==> src/rtl/pci_parity_scanner.sv <==
module pci_parity_scanner #(
  parameter int NUM_FN      = 8,
  parameter int POLL_CYCLES = 1000,
  parameter int CNT_W       = 16,
  localparam int IDX_W      = (NUM_FN > 1) ? $clog2(NUM_FN) : 1
) (
  input  logic              clk,
  input  logic              rst_n,
  input  logic              scan_en,
  input  logic              panic_en,
  input  logic [NUM_FN-1:0] fn_is_bridge,
  input  logic [NUM_FN-1:0] fn_skip,
  output logic              cfg_req,
  output logic [IDX_W-1:0]  cfg_fn,
  output logic              cfg_sec,
  input  logic              cfg_ack,
  input  logic [15:0]       cfg_status,
  output logic [CNT_W-1:0]  err_count,
  output logic              panic_req
);
  localparam int TMR_W = (POLL_CYCLES > 2) ? $clog2(POLL_CYCLES) : 1;

  typedef enum logic [1:0] {S_IDLE, S_PRI, S_SEC, S_NEXT} st_t;

  st_t              st;
  logic [IDX_W-1:0] idx;
  logic [TMR_W-1:0] tmr;
  logic             tick;
  logic             take;
  logic [1:0]       hits;
  logic [CNT_W:0]   sum;

  assign tick    = scan_en && (tmr == TMR_W'(POLL_CYCLES - 1));
  assign cfg_req = ((st == S_PRI) && !fn_skip[idx]) || (st == S_SEC);
  assign cfg_fn  = idx;
  assign cfg_sec = (st == S_SEC);
  assign take    = cfg_req && cfg_ack;
  assign hits    = {1'b0, cfg_status[15]} + {1'b0, cfg_status[14]};
  assign sum     = {1'b0, err_count} + (CNT_W+1)'(hits);

  always_ff @(posedge clk) begin
    if (!rst_n || !scan_en || tick) tmr <= '0;
    else                            tmr <= tmr + 1'b1;
  end

  always_ff @(posedge clk) begin
    if (!rst_n) begin
      st  <= S_IDLE;
      idx <= '0;
    end else begin
      unique case (st)
        S_IDLE: if (tick) begin
          idx <= '0;
          st  <= S_PRI;
        end
        S_PRI: begin
          if (fn_skip[idx])  st <= S_NEXT;
          else if (cfg_ack)  st <= fn_is_bridge[idx] ? S_SEC : S_NEXT;
        end
        S_SEC: if (cfg_ack) st <= S_NEXT;
        S_NEXT: begin
          if (idx == IDX_W'(NUM_FN - 1)) st <= S_IDLE;
          else begin
            idx <= idx + 1'b1;
            st  <= S_PRI;
          end
        end
        default: st <= S_IDLE;
      endcase
    end
  end

  always_ff @(posedge clk) begin
    if (!rst_n) begin
      err_count <= '0;
      panic_req <= 1'b0;
    end else if (take) begin
      err_count <= sum[CNT_W] ? {CNT_W{1'b1}} : sum[CNT_W-1:0];
      if (panic_en && (hits != 2'd0)) panic_req <= 1'b1;
    end
  end
endmodule


==> config.mk <==
export PLATFORM = sky130hd
export DESIGN_NAME = pci_parity_scanner
export DESIGN_NICKNAME = d
export VERILOG_FILES = /design/src/rtl/pci_parity_scanner.sv
export SDC_FILE = /design/constraint.sdc
export NUM_CORES = 1
export LEC_CHECK = 0
export ABC_AREA = 1
export BUFFER_PORTS_ARGS = -buffer_cell sky130_fd_sc_hd__clkbuf_2
export CAP_MARGIN = 20
export CORE_MARGIN = 1.5
export CORE_UTILIZATION = 47
export CTS_BUF_LIST = sky130_fd_sc_hd__clkbuf_16
export DETAILED_ROUTE_END_ITERATION = 10
export GPL_TIMING_DRIVEN = 0
export MAX_ROUTING_LAYER = met4
export PLACE_DENSITY_LB_ADDON = 0.2
export SETUP_SLACK_MARGIN = 0.3
export SLEW_MARGIN = 10
export SYNTH_ARGS = -nofsm -noshare
export SYNTH_HDL_FRONTEND = slang
export SYNTH_SLANG_ARGS = --single-unit
==> constraint.sdc <==
create_clock -name clk -period 2.13 [get_ports clk]
set_clock_uncertainty 0.15 [all_clocks]
set_input_delay 0.1065 -clock clk [delete_from_list [all_inputs] [get_ports clk]]
set_output_delay 0.1065 -clock clk [all_outputs]
set_load 0.005 [all_outputs]
==> summary.md <==
| Metric | Value |
|---|---|
| Clock root buffer | `clkbuf_16` |
| Largest net degree at the start of global routing | `11` |
| Height of the die | `69.3 um` |
| HP Class | `in2reg` |
| Initial DRT Pass Iterations | `4` |
| Leak Pwr | `1.39 nW` |
| Commonest non-fill, non-tap cell in the layout | `nand2_1` |
| Vias | `2099` |
| CTS buffer count | `5` |
| Largest family of logic cells by synthesized area | `simple AND/OR/NAND/NOR gates` |
| Port buffer count | `42` |
| Diodes inserted | `0` |
| Ports | `59` |
| WP data arrival | `2.02 ns` |
| Clock Tree Buf Depth | `2` |
| Synth Register Bits | `32` |
| Clock share of power | `0.295` |
| Worst Max-Slew Pin Slew | `0.468 ns` |
| Post-synthesis xor/xnor area fraction | `0.0508` |
| Total GRT Usage | `0.211` |
| Status | `completed` |
| Sequential group share of total power | `0.314` |
| Mean area per synthesized cell | `6.50 um^2` |
| Clock Latency Late Sink | `0.28 ns` |
| Final WL | `5090 um` |
| Fin. Hold Viols | `0` |
| Number of hold buffers added after cts | `0` |
| Post-layout util | `0.676` |
| Max-cap violations | `0` |
| Total Die Area | `4810 um^2` |
| Routed length per placed instance | `11.8 um` |
| Count of cell types in the netlist | `30` |
| Mapped cell area | `2070 um^2` |
| Post-Synth Adder-Cell Area | `0.0823` |
| Number of antenna-violating nets in the routed design | `0` |
| Synth Area in Simple Gates | `0.385` |
| WHS | `0.0108 ns` |
| Relative slew margins | `0.686` |
| HPWL after DPL | `3270 um` |
| Row cnt | `23` |
| Area of the multi-input gates | `1350 um^2` |
| H-Tree Depth | `2` |
| Syn_nets | `368` |
| TritonCTS Sinks | `32` |
| Fraction of layout cells with a size suffix above 1 | `0.276` |
| Sw Share | `0.375` |
| Power density cells | `1000 nW/um^2` |
| Initial Util | `0.503` |
| Initial antenna violation count | `0` |
| # DRC | `0` |
| FILL cells | `348` |
| GPL Wtd Cong | `0.837` |
| Unrepaired setup endpoints after global routing | `true` |
| Reg2Reg Depth | `12` |
| First-pass GRT wire length | `8130 um` |
| Fin crit period | `1.99 ns` |
| CP endpoint kind | `flop` |
| Endpoints failing setup | `0` |
| WP data required | `2.16 ns` |
| Commonest cells after routing, fill and taps aside | `nand2_1, nor2_1, inv_1` |
| Peak supply drop | `0.691 mV` |
| Final Cycle Share | `0.934` |
| Register area | `646 um^2` |
| 1st-iter DRT viols | `102` |
| CP startpoint kind | `flop` |
| Crit Path Max Fanout | `4` |
| Int Pwr | `1.74 mW` |
| WHS Path Cells | `5` |
| Yosys warnings | `0` |
| Max Slew Vio Count | `0` |
| Number of global-route vias before repair | `1873` |
| CTS tree | `done` |
| Worst-path clk slew | `0.05 ns` |
| Area Overhead vs Synth | `34.4%` |
| Syn Inst Count | `318` |
| Compound-Gate Fraction of Synth Area | `0.0544` |
| Combinational Power Share | `0.391` |
| DIE WIDTH | `69.3 um` |
| Post-synthesis sequential area ratio | `0.310` |
| Post-layout net count | `430` |
| Mux contribution to synthesized area | `0` |
| Fmax | `502 MHz` |
| Core area | `4120 um^2` |
| NetSw | `1.04 mW` |
| Vias per inst | `4.87` |
| Overflow after GRT | `0` |
| Critical path class | `reg2reg` |
[state kept, by name, indices dropped and copies added, names as in the netlist]
signal     flops
err_count     16
cfg_fn         3
panic_req      1
tmr           10
st             2
[area by class of cell]
cell class,count,share of cell area
Buffer,6,0.0198
Clock buffer,5,0.0450
Clock inverter,3,0.0140
Inverter,49,0.0689
Multi-Input combinational cell,231,0.484
Sequential cell,32,0.232
Tap cell,50,0.0225
Timing Repair Buffer,55,0.113
[synthesized netlist by cell type, drive strengths merged]
master,number,area [um^2]
fa,1,20.0
and3,2,12.5
buf,4,42.5
ha,12,150
nor3b,2,15.0
nand4,1,6.26
inv,49,191
nand3b,1,7.51
xor2,10,87.6
a211oi,2,15.0
xnor2,2,17.5
clkbuf,2,8.75
nand3,27,140
o21bai,1,7.51
nor3,10,50.1
a21oi,11,55.1
nand2,80,320
o21ai,7,35.0
dfxtp,32,641
or2,1,6.26
nor2,61,239
[critical path: stages, from the launching register on]
cell and delay (ns):
dfxtp_4 0.35, ha_4 0.13, inv_2 0.03, fa_2 0.36
nor2_4 0.13, nand2_4 0.07, nor2_4 0.14, buf_4 0.13
nand2_2 0.05, o21ai_1 0.13, nand3_1 0.08, nor2_1 0.10
nor2_1 0.05
[cell families after synthesis]
group	count (synthesis)
DFF	32
xor gates and xnor gates	12
buffers and inverters	55
AOI/OAI and AO/OA	21
adders and majority gates	13
and+or+nand+nor	185
[power groups by stage]
stage / sequential [mW] / clock (mW) / combinational (mW)
floorplan: 0.863 / 0 / 0.653
global placement: 0.875 / 0 / 0.895
detailed placement: 0.877 / 0 / 0.910
CTS: 0.869 / 0.820 / 0.975
global route: 0.895 / 0.841 / 1.22
finish: 0.873 / 0.819 / 1.09
[through the flow]
| step | total power [mW] | cell area, um^2 | std cells | worst slack (ns) | TNS, ns |
|---|---|---|---|---|---|
| detailed placement | 1.79 | 2390 | 410 | -0.0613 | -0.618 |
| CTS | 2.66 | 2660 | 428 | 0.0853 | 0 |
| finish | 2.78 | 2780 | 431 | 0.140 | 0 |
| global placement | 1.77 | 2390 | 410 | -0.0424 | -0.335 |
| global route | 2.95 | 2780 | 431 | 0.0666 | 0 |
| floorplan | 1.52 | 2120 | 318 | 0.252 | 0 |
[path summary, 6_finish.rpt]
kind                      from       endpoint  slack (ns)
setup / recovery  err_count[0]  err_count[14]        0.14
hold / removal        panic_en      panic_req        0.01
setup reg to reg  err_count[0]  err_count[14]        0.14
hold reg to reg         tmr[0]         tmr[0]        0.29
[layer usage]
layer | up-vias | part of all wire | global-route usage
met3 | 6 | 0.050 | 0.0378
met5 | - | 0 | -
li1 | 1115 | - | -
met2 | 56 | 0.46 | 0.339
met4 | 0 | 0.010 | 0.0719
met1 | 922 | 0.48 | 0.269
[repair_timing]
item / CTS / global route
gates cloned: 1 / 0
setup endpoints to repair: 16 / 20
resized for setup: 10 / 23
pin swaps: 9 / 14
setup buffers: 9 / 3
No activity file was read; power rests on OpenSTA's default activity.
